## config.mk

```make
export PLATFORM = sky130hd
export DESIGN_NAME = pulse_frame_rx
export DESIGN_NICKNAME = d
export VERILOG_FILES = /design/src/rtl/pfd_pkg.sv /design/src/rtl/pfd_line_edge.sv /design/src/rtl/pfd_frame_ctrl.sv /design/src/rtl/pfd_capture.sv /design/src/rtl/pulse_frame_rx.sv
export SDC_FILE = /design/constraint.sdc
export NUM_CORES = 1
export LEC_CHECK = 0
export BUFFER_PORTS_ARGS = -buffer_cell sky130_fd_sc_hd__buf_2
export CORE_MARGIN = 1.5
export CORE_UTILIZATION = 60
export CTS_BUF_LIST = sky130_fd_sc_hd__clkbuf_8
export DETAILED_ROUTE_END_ITERATION = 16
export HOLD_SLACK_MARGIN = 0.08
export PLACE_DENSITY = 0.77
export SKIP_LAST_GASP = 1
export SYNTH_ARGS = -nofsm -noshare
export SYNTH_HDL_FRONTEND = slang
export SYNTH_SLANG_ARGS = --single-unit
export TNS_END_PERCENT = 10
```

## constraint.sdc

```tcl
create_clock -name clk -period 2.4 [get_ports clk]
set_input_delay 0.12 -clock clk [delete_from_list [all_inputs] [get_ports clk]]
set_output_delay 0.12 -clock clk [all_outputs]
set_load 0.1 [all_outputs]
```

## src/rtl/pfd_pkg.sv

```systemverilog
`timescale 1ns/1ps
package pfd_pkg;

    // Decoder phases
    typedef enum logic [1:0] {
        ST_QUIET,   // waiting for a long enough high run on the wire
        ST_IDLE,    // armed, waiting for a falling edge
        ST_START,   // measuring the low start pulse
        ST_UNIT     // decoding four-bit units
    } dec_state_e;

    // Conditioned view of the wire for one sample
    typedef struct packed {
        logic level;
        logic rise;
        logic fall;
    } line_ev_t;

    // One information-bit sample handed to the capture stage
    typedef struct packed {
        logic stb;      // sample belongs to the capture window
        logic last;     // sample completes the window
        logic bit_val;  // sampled level
    } unit_smp_t;

    function automatic int max_of(input int a, input int b);
        return (a > b) ? a : b;
    endfunction

endpackage

```

## src/rtl/pfd_line_edge.sv

```systemverilog
`timescale 1ns/1ps
module pfd_line_edge
    import pfd_pkg::*;
(
    input  logic     clk,
    input  logic     rst,
    input  logic     rx_line,
    output line_ev_t ev
);

    logic line_d;

    always_ff @(posedge clk) begin
        if (rst) begin
            line_d <= 1'b1;
        end else begin
            line_d <= rx_line;
        end
    end

    always_comb begin
        ev.level = rx_line;
        ev.rise  = rx_line & ~line_d;
        ev.fall  = ~rx_line & line_d;
    end

endmodule

```

## src/rtl/pfd_frame_ctrl.sv

```systemverilog
`timescale 1ns/1ps
module pfd_frame_ctrl
    import pfd_pkg::*;
#(
    parameter int DATA_W    = 8,
    parameter int START_MIN = 6,
    parameter int START_MAX = 10,
    parameter int SAMPLE_AT = 5,
    parameter int UNIT_MIN  = 12,
    parameter int UNIT_MAX  = 20,
    parameter int QUIET_LEN = 12
) (
    input  logic      clk,
    input  logic      rst,
    input  line_ev_t  ev,
    input  logic      slave_mode,
    output unit_smp_t smp,
    output logic      err_pulse
);

    localparam int UNITS   = 2 * DATA_W;
    localparam int IDX_W   = $clog2(UNITS);
    localparam int CNT_TOP = max_of(max_of(UNIT_MAX, QUIET_LEN), START_MAX);
    localparam int CNT_W   = $clog2(CNT_TOP + 1);

    localparam logic [CNT_W-1:0] C_ONE       = CNT_W'(1);
    localparam logic [CNT_W-1:0] C_START_MIN = CNT_W'(START_MIN);
    localparam logic [CNT_W-1:0] C_START_MAX = CNT_W'(START_MAX);
    localparam logic [CNT_W-1:0] C_SAMPLE    = CNT_W'(SAMPLE_AT);
    localparam logic [CNT_W-1:0] C_UNIT_MIN  = CNT_W'(UNIT_MIN);
    localparam logic [CNT_W-1:0] C_UNIT_MAX  = CNT_W'(UNIT_MAX);
    localparam logic [CNT_W-1:0] C_QUIET_END = CNT_W'(QUIET_LEN - 1);
    localparam logic [IDX_W:0]   HALF        = (IDX_W+1)'(DATA_W);
    localparam logic [IDX_W:0]   IDX_ONE     = (IDX_W+1)'(1);

    dec_state_e       state;
    logic [CNT_W-1:0] tcnt;     // samples since the start of the current phase
    logic [IDX_W-1:0] uidx;     // unit number inside the frame
    logic             got;      // information bit of this unit already read

    logic [IDX_W:0] idx_x;
    logic [IDX_W:0] base_x;
    logic           in_win;
    logic           is_last;
    logic           sample_now;

    always_comb begin
        idx_x      = {1'b0, uidx};
        base_x     = slave_mode ? HALF : '0;
        in_win     = (idx_x >= base_x) && (idx_x < (base_x + HALF));
        is_last    = (idx_x == (base_x + HALF - IDX_ONE));
        // an edge on the sampling phase wins over the sample
        sample_now = (state == ST_UNIT) && !ev.rise && !got && (tcnt == C_SAMPLE);
        smp.stb     = sample_now && in_win;
        smp.last    = sample_now && is_last;
        smp.bit_val = ev.level;
    end

    always_ff @(posedge clk) begin
        if (rst) begin
            state     <= ST_QUIET;
            tcnt      <= '0;
            uidx      <= '0;
            got       <= 1'b0;
            err_pulse <= 1'b0;
        end else begin
            err_pulse <= 1'b0;
            case (state)
                ST_QUIET: begin
                    if (ev.level) begin
                        if (tcnt == C_QUIET_END) begin
                            state <= ST_IDLE;
                            tcnt  <= '0;
                        end else begin
                            tcnt <= tcnt + C_ONE;
                        end
                    end else begin
                        tcnt <= '0;
                    end
                end
                ST_IDLE: begin
                    if (ev.fall) begin
                        state <= ST_START;
                        tcnt  <= C_ONE;
                    end
                end
                ST_START: begin
                    if (ev.level) begin
                        if (tcnt >= C_START_MIN) begin
                            state <= ST_UNIT;
                            tcnt  <= C_ONE;
                            uidx  <= '0;
                            got   <= 1'b0;
                        end else begin
                            err_pulse <= 1'b1;
                            state     <= ST_IDLE;
                            tcnt      <= '0;
                        end
                    end else if (tcnt == C_START_MAX) begin
                        err_pulse <= 1'b1;
                        state     <= ST_QUIET;
                        tcnt      <= '0;
                    end else begin
                        tcnt <= tcnt + C_ONE;
                    end
                end
                ST_UNIT: begin
                    if (ev.rise) begin
                        if (got && (tcnt >= C_UNIT_MIN)) begin
                            tcnt <= C_ONE;
                            uidx <= uidx + IDX_W'(1);
                            got  <= 1'b0;
                        end else begin
                            err_pulse <= 1'b1;
                            state     <= ST_QUIET;
                            tcnt      <= '0;
                        end
                    end else if (sample_now) begin
                        got <= 1'b1;
                        if (is_last) begin
                            state <= ST_QUIET;
                            tcnt  <= '0;
                        end else begin
                            tcnt <= tcnt + C_ONE;
                        end
                    end else if (tcnt == C_UNIT_MAX) begin
                        err_pulse <= 1'b1;
                        state     <= ST_QUIET;
                        tcnt      <= '0;
                    end else begin
                        tcnt <= tcnt + C_ONE;
                    end
                end
                default: begin
                    state <= ST_QUIET;
                    tcnt  <= '0;
                end
            endcase
        end
    end


    unit_entry_chk: assert property (@(posedge clk) disable iff (rst)
        (state == ST_UNIT && $past(state) == ST_START) |-> ($past(tcnt) >= C_START_MIN));


    sample_gap_chk: assert property (@(posedge clk) disable iff (rst)
        smp.stb |=> !smp.stb);

endmodule

```

## src/rtl/pfd_capture.sv

```systemverilog
`timescale 1ns/1ps
module pfd_capture
    import pfd_pkg::*;
#(
    parameter int DATA_W = 8
) (
    input  logic              clk,
    input  logic              rst,
    input  unit_smp_t         smp,
    output logic [DATA_W-1:0] data_out,
    output logic              frame_valid
);

    logic [DATA_W-1:0] shreg;
    logic [DATA_W-1:0] shreg_nxt;

    // first unit of the window ends up in bit 0
    assign shreg_nxt = {smp.bit_val, shreg[DATA_W-1:1]};

    always_ff @(posedge clk) begin
        if (rst) begin
            shreg       <= '0;
            data_out    <= '0;
            frame_valid <= 1'b0;
        end else begin
            frame_valid <= smp.last;
            if (smp.stb) begin
                shreg <= shreg_nxt;
            end
            if (smp.last) begin
                data_out <= shreg_nxt;
            end
        end
    end


    frame_valid_pulse_chk: assert property (@(posedge clk) disable iff (rst)
        frame_valid |=> !frame_valid);


    data_hold_chk: assert property (@(posedge clk) disable iff (rst)
        !$stable(data_out) |-> frame_valid);

endmodule

```

## src/rtl/pulse_frame_rx.sv

```systemverilog
`timescale 1ns/1ps
module pulse_frame_rx
    import pfd_pkg::*;
#(
    parameter int DATA_W    = 8,
    parameter int START_MIN = 6,
    parameter int START_MAX = 10,
    parameter int SAMPLE_AT = 5,
    parameter int UNIT_MIN  = 12,
    parameter int UNIT_MAX  = 20,
    parameter int QUIET_LEN = 12
) (
    input  logic              clk,
    input  logic              rst,
    input  logic              rx_line,
    input  logic              slave_mode,
    output logic [DATA_W-1:0] data_out,
    output logic              frame_valid,
    output logic              frame_error
);

    line_ev_t  ev;
    unit_smp_t smp;

    pfd_line_edge u_edge (
        .clk     (clk),
        .rst     (rst),
        .rx_line (rx_line),
        .ev      (ev)
    );

    pfd_frame_ctrl #(
        .DATA_W    (DATA_W),
        .START_MIN (START_MIN),
        .START_MAX (START_MAX),
        .SAMPLE_AT (SAMPLE_AT),
        .UNIT_MIN  (UNIT_MIN),
        .UNIT_MAX  (UNIT_MAX),
        .QUIET_LEN (QUIET_LEN)
    ) u_ctrl (
        .clk        (clk),
        .rst        (rst),
        .ev         (ev),
        .slave_mode (slave_mode),
        .smp        (smp),
        .err_pulse  (frame_error)
    );

    pfd_capture #(
        .DATA_W (DATA_W)
    ) u_cap (
        .clk         (clk),
        .rst         (rst),
        .smp         (smp),
        .data_out    (data_out),
        .frame_valid (frame_valid)
    );


    valid_error_excl_chk: assert property (@(posedge clk) disable iff (rst)
        !(frame_valid && frame_error));

endmodule

```

==> results of run 1 <==
## where the power goes
part / switching [mW] / internal, mW / total [mW]
combinational: 0.0249 / 0.0125 / 0.0374
sequential: 0.00330 / 0.501 / 0.504
clock: 0.182 / 0.332 / 0.514
## metal layers
metal  share of wire  vias to the layer above  wire length, um  track usage
li1                -                      631                -            -
met1            0.46                      605             1470        0.315
met2            0.47                       38             1480        0.372
met3           0.053                        4              166       0.0750
met4           0.012                        0               39        0.128
met5               0                        -                0            0
## flip-flops by register name, summed over array words and instances, names as in the netlist
| name | flops |
|---|---|
| u_cap.data_out | 8 |
| u_ctrl.err_pulse | 1 |
| u_ctrl.got | 1 |
| u_ctrl.tcnt | 5 |
| u_cap.shreg | 7 |
| u_edge.line_d | 1 |
| u_ctrl.state | 2 |
| u_cap.frame_valid | 1 |
| u_ctrl.uidx | 4 |
## cell families (layout without fill, tap and decap cells)
family,count (synthesis),after routing
simple gates,67,67
compound gates,32,32
flops,30,30
buf+inv,19,30
mux,14,14
fa+ha+maj,8,8
xor+xnor,4,4
## path summary, 6_finish.rpt
path                       start             end  slack, ns  cells after the start
setup / recovery  u_ctrl.tcnt[1]  u_cap.shreg[5]       0.42                      7
hold / removal           rx_line   u_edge.line_d       0.16                      2
setup reg to reg  u_ctrl.tcnt[1]  u_cap.shreg[5]       0.42                      7
hold reg to reg   u_cap.shreg[7]  u_cap.shreg[7]       0.49                      2
## worst max-delay path, stage by stage (launching register included)
cell and delay [ns]:
dfxtp_1 0.36, inv_1 0.10, ha_1 0.16, or3b_4 0.41
nor4_4 0.34, nand2_4 0.18, mux2i_1 0.25, nor2_1 0.06
## layout make-up
type | instances | share of cell area
repair buffers | 13 | 0.0379
flip-flops and latches | 30 | 0.350
well taps | 30 | 0.0219
clock inverters | 1 | 0.0175
clock buffers | 6 | 0.0481
multi-input cells | 125 | 0.503
inverters | 10 | 0.0219
## per-stage QoR
| step | utilization | std cells | cell area [sq um] |
|---|---|---|---|
| 2_1_floorplan | - | 174 | 1550 |
| 3_3_place_gp | 0.653 | 208 | 1600 |
| 3_5_place_dp | 0.653 | 208 | 1600 |
| 4_1_cts | 0.699 | 215 | 1720 |
| 5_1_grt | 0.699 | 215 | 1720 |
| 6_report | 0.699 | 215 | 1720 |
## synthesized netlist by cell type (all sizes together) (2+ instances only)
cell type,number
a211oi,2
a21o,2
a21oi,9
a221oi,2
a31oi,4
and2,2
buf,5
clkbuf,4
dfxtp,30
ha,8
inv,10
mux2i,14
nand2,11
nand2b,3
nand3,6
nand4,3
nor2,23
nor2b,2
nor3,4
nor4,2
o21ai,5
o22ai,3
or3,3
xnor2,3
==> results.py, run 1 <==
metrics = {
    "route": {
        "drt_first_pass_iters": 4,
        "route.detailed.drc": 0,
        "vias_per_cell": 5.94,
        "detail-route-antenna-nets": 0,
        "drt-initial-drc-count": 29,
        "vias": 1278,
        "routed_wl_um": 3160,
        "wl_per_cell_um": 14.7,
    },
    "sta": {
        "relSlewSlack": 0.522,
        "setup_tns_ns": 0,
        "fmax_mhz": 506,
        "worst_pin_slew_ns": 0.713,
        "hold_violations": 0,
        "final_max_slew_viol_count": 0,
        "period_share": 0.824,
        "setup_viol": 0,
        "whs_ns": 0.161,
        "setup_ws_ns": 0.423,
        "rsz0062_at_grt": "no",
        "fin_crit_ns": 1.98,
        "finClkSkew_ns": 0.00497,
    },
    "status": {
        "status": "complete, no violations",
    },
    "clock_tree": {
        "clock-sinks": 30,
        "cts_hold_buf": 0,
        "post_cts_buffers": 0,
        "postCtsResizedCells": 0,
        "htreeDepth": 2,
        "cts_made_buffers": 5,
        "tritoncts": "yes",
        "clk_pin_slew_ns": 0.06,
        "cts_root_buf": "clkbuf_8",
        "clk_path_buf_depth": 2,
        "clk_latency_ns": 0.28,
    },
    "global_routing": {
        "grt_max_degree": 29,
        "antenna_found_initial": 0,
        "grt_pass1_wl_um": 4970,
        "grt_usage": 0.247,
        "grt_pass1_vias": 1093,
        "grt-ovfl-total": 0,
    },
    "placed_design": {
        "dp_hpwl_um": 2170,
        "io_buffers": 13,
        "dp_slack_ns": 0.432,
        "gp_congestion": 0.854,
    },
    "die": {
        "die-area_sq_um": 2890,
        "die_height_um": 53.8,
        "core_sq_um": 2450,
        "rows": 18,
        "start_util": 0.630,
        "io_pins": 14,
        "dieWidth_um": 53.8,
    },
    "logic_synthesis": {
        "synth_cell_types": 43,
        "synth_simple_gate_area_frac": 0.244,
        "yosys_warnings": 0,
        "synth_cells": 174,
        "ys_seq_elements": 30,
        "synth_compound_area_frac": 0.137,
        "ys_top_cells_by_area": "dfxtp_1 39%, mux2i_1 9.1%, ha_1 6.5%, nor2_1 5.6%, a21oi_1 2.9%",
        "synth_top_area_frac": 0.388,
        "synth_area_per_cell_sq_um": 8.89,
        "syn-num-nets": 186,
        "synth-edff-count": 0,
        "synthArstFlopShare": 0,
        "synth_fa_ha_area_frac": 0.0647,
        "synth-xor-area-share": 0.0227,
        "synthFlopType": "dfxtp_1",
        "synth.largest_area_cell": "dfxtp_1",
        "synth.area.mux_share": 0.0906,
        "seq_area_frac_synth": 0.388,
        "synth_top_family_by_area": "simple AND/OR/NAND/NOR gates",
        "syn_area_sq_um": 1550,
    },
    "min_path": {
        "hold_class": "in -> reg",
    },
    "layout": {
        "drive_gt1_frac": 0.151,
        "area_growth_pct": 11.0,
        "seq_area_sq_um": 601,
        "n_antenna_cell": 0,
        "final_cell_mix": "30 x dfxtp_1, 23 x nor2_1, 14 x mux2i_1, 13 x buf_2, 10 x inv_1",
        "layout_commonest_cell": "dfxtp_1",
        "multiInputGateArea_sq_um": 863,
        "final_nets": 197,
        "n_fill_cell": 198,
    },
    "setup_path": {
        "endpoint_kind": "register",
        "worst_ep_arrival_time_ns": 2.13,
        "critPathRequiredTime_ns": 2.55,
        "criticalPathCategory": "reg -> reg",
        "crit_fanout": 7,
        "cp-start-kind": "register",
    },
    "job": {
        "cap_violations": 0,
    },
    "power": {
        "totalPowerFinal_mw": 1.05,
        "power_density_nw_per_um2": 615,
        "vdd_drop_max_v": 0.000650,
        "leakagePower_nw": 0.774,
    },
}
(Power assumes the default switching activity.)
==> inputs of run 2 (changes only) <==
--- a/config.mk
+++ b/config.mk
@@ -7,11 +7,11 @@
 export LEC_CHECK = 0
 export BUFFER_PORTS_ARGS = -buffer_cell sky130_fd_sc_hd__buf_2
 export CORE_MARGIN = 1.5
-export CORE_UTILIZATION = 60
+export CORE_UTILIZATION = 55
 export CTS_BUF_LIST = sky130_fd_sc_hd__clkbuf_8
 export DETAILED_ROUTE_END_ITERATION = 16
 export HOLD_SLACK_MARGIN = 0.08
-export PLACE_DENSITY = 0.77
+export PLACE_DENSITY = 0.75
 export SKIP_LAST_GASP = 1
 export SYNTH_ARGS = -nofsm -noshare
 export SYNTH_HDL_FRONTEND = slang
==> constraint.sdc (replaced) <==
create_clock -name clk -period 1.8 [get_ports clk]
set_input_delay 0.09 -clock clk [delete_from_list [all_inputs] [get_ports clk]]
set_output_delay 0.09 -clock clk [all_outputs]
set_load 0.1 [all_outputs]
==> run 2 against run 1 <==
- the run now ends with negative setup slack left
- die area increased by 8.6%
- clock skew increased by 0.0020 ns
- non-clock buffer count increased by 12
- utilization decreased by 0.95 points
- sequential power increased by 33%
- largest cell class unchanged
==> results.py, run 2 (synthesis results as in run 1) <==
metrics = {
    "min_path": {
        "hold_class": "in -> reg",
        "min_from": "rx_line",
    },
    "setup_path": {
        "criticalPathCategory": "reg -> reg",
        "worst-path-buf-inv": 1,
        "crit_fanout": 6,
        "cpMaxStageDelayCell": "or3b_4",
        "crit_start": "u_ctrl.tcnt[1]",
        "crit_family": "simple AND/OR/NAND/NOR gates",
        "cp-start-kind": "register",
        "crit_chain": "inv_2 -> ha_4 -> or3b_4 -> nor3b_4 -> o2bb2ai_4 -> a221oi_1 -> nor3_1",
        "r2r-start": "u_ctrl.tcnt[1]",
        "critPathRequiredTime_ns": 1.95,
        "cpPeakStageDelay_ns": 0.41,
        "worst_ep_arrival_time_ns": 1.95,
        "endpoint_kind": "register",
    },
    "die": {
        "rows": 19,
        "core_sq_um": 2710,
        "dieWidth_um": 56.0,
        "die-area_sq_um": 3140,
        "io_pins": 14,
        "start_util": 0.571,
        "die_height_um": 56.0,
    },
    "route": {
        "route.detailed.drc": 0,
        "detail-route-antenna-nets": 0,
        "routed_wl_um": 3430,
        "vias": 1308,
        "drt-initial-drc-count": 31,
        "vias_per_cell": 5.71,
        "drt_first_pass_iters": 4,
        "wl_per_cell_um": 15.0,
    },
    "sta": {
        "whs_ns": 0.118,
        "fin_crit_ns": 1.81,
        "hold_violations": 0,
        "relSlewSlack": 0.624,
        "worst_pin_slew_ns": 0.564,
        "rsz0062_at_grt": "yes",
        "fmax_mhz": 553,
        "setup_viol": 1,
        "period_share": 1.00,
        "final_max_slew_viol_count": 0,
        "setup_ws_ns": -0.00696,
        "finClkSkew_ns": 0.00692,
    },
    "layout": {
        "largest_reg_flops": 8,
        "layout_commonest_cell": "dfxtp_1",
        "drive_gt1_frac": 0.247,
        "regMostFlops": "u_cap.data_out",
        "top_regs": "u_cap.data_out (8), u_cap.shreg (7), u_ctrl.tcnt (5)",
        "final_nets": 209,
        "final_cell_mix": "28 x dfxtp_1, 23 x nor2_1, 13 x mux2i_1, 13 x buf_2, 11 x buf_4",
        "area_growth_pct": 20.9,
        "stdcell_area_sq_um": 1870,
        "n_antenna_cell": 0,
    },
    "power": {
        "switching_share": 0.238,
        "internal_power_mw": 0.997,
        "leakagePower_nw": 0.826,
        "power_density_nw_per_um2": 700,
        "vdd_drop_max_v": 0.000842,
        "seq_power_share": 0.513,
        "switching_power_mw": 0.311,
        "clockPowerShare": 0.440,
        "comb_power_share": 0.047,
    },
    "status": {
        "violations": "negative setup slack",
        "status": "complete, but fails checks",
    },
    "clock_tree": {
        "clk_latency_ns": 0.29,
        "htreeDepth": 2,
        "tritoncts": "yes",
        "clk_pin_slew_ns": 0.06,
        "clock-sinks": 30,
        "clk_path_buf_depth": 2,
        "cts_root_buf": "clkbuf_8",
        "cts_made_buffers": 5,
    },
    "global_routing": {
        "grt_usage": 0.226,
        "grt_pass1_vias": 1233,
        "grt_pass1_wl_um": 5530,
        "busiest_layer": "met2",
        "grt_util_met1": 0.279,
        "grt_use_met3": 0.0581,
        "grt_max_degree": 29,
        "grt-ovfl-total": 0,
        "grtUsageMet2": 0.363,
        "antenna_found_initial": 0,
    },
    "placed_design": {
        "io_buffers": 13,
        "dp_slack_ns": -0.0227,
        "gp_congestion": 0.810,
        "dp_hpwl_um": 2170,
        "placed_area_sq_um": 1670,
    },
    "job": {
        "cap_violations": 0,
    },
}
==> run 2: cell count changes in the layout (fill, tap and decap cells not counted), sizes merged <==
cell	previous run	this run
clkinv	0	1
buf	13	25
bufinv	1	0
clkinvlp	0	1
==> run 2: power groups by stage <==
stage               Clock (mW)  Combinational [mW]  Sequential, mW
finish                   0.575              0.0619           0.671
global placement             0              0.0503           0.685
global route             0.605              0.0683           0.671
CTS                      0.579              0.0575           0.671
detailed placement           0              0.0520           0.685
floorplan                    0              0.0363           0.685
==> run 2: area by class of cell <==
cell class,count,area [sq um]
clock buffers,6,82.6
clock inverters,2,12.5
fillers,225,841
inverters,10,37.5
multi-input cells,125,933
flip-flops and latches,30,606
well taps,31,38.8
repair buffers,25,159
==> run 2: through the flow <==
step,cells,TNS (ns),power (mW),util
after CTS,229,-0.00269,1.31,0.675
after global routing,229,-0.401,1.34,0.690
after detailed placement,218,-0.155,0.737,0.617
after floorplan,174,0,0.721,-
final,229,-0.00696,1.31,0.690
after global placement,218,0,0.735,0.617
==> run 2: worst paths after layout <==
| path | endpoint | slack, ns | cells past startpoint |
|---|---|---|---|
| setup reg to reg | u_ctrl.tcnt[4] | -0.007 | 7 |
| setup / recovery | u_ctrl.tcnt[4] | -0.007 | 7 |
| hold / removal | u_edge.line_d | 0.12 | 2 |
| hold reg to reg | u_cap.data_out[0] | 0.50 | 2 |
==> run 2: timing repair <==
action,4_1_cts,5_1_grt
pin swaps,1,2
gates resized for setup,9,6
hold buffers,0,0
setup endpoints to repair,15,21
setup buffers,3,0
==> run 2: worst register-to-register path, delay by kind of cell (launching register included) <==
kind                       cells  cell delay (ns)
AOI/OAI and AO/OA              2             0.39
adders and majority gates      1             0.12
buffers and inverters          1             0.06
DFF                            1             0.32
and+or+nand+nor                3             0.77
==> run 2: per-layer routing <==
metal,wire (um),up-vias
li1,-,651
met1,1560,623
met2,1690,27
met3,112,7
met4,74,0
met5,0,-
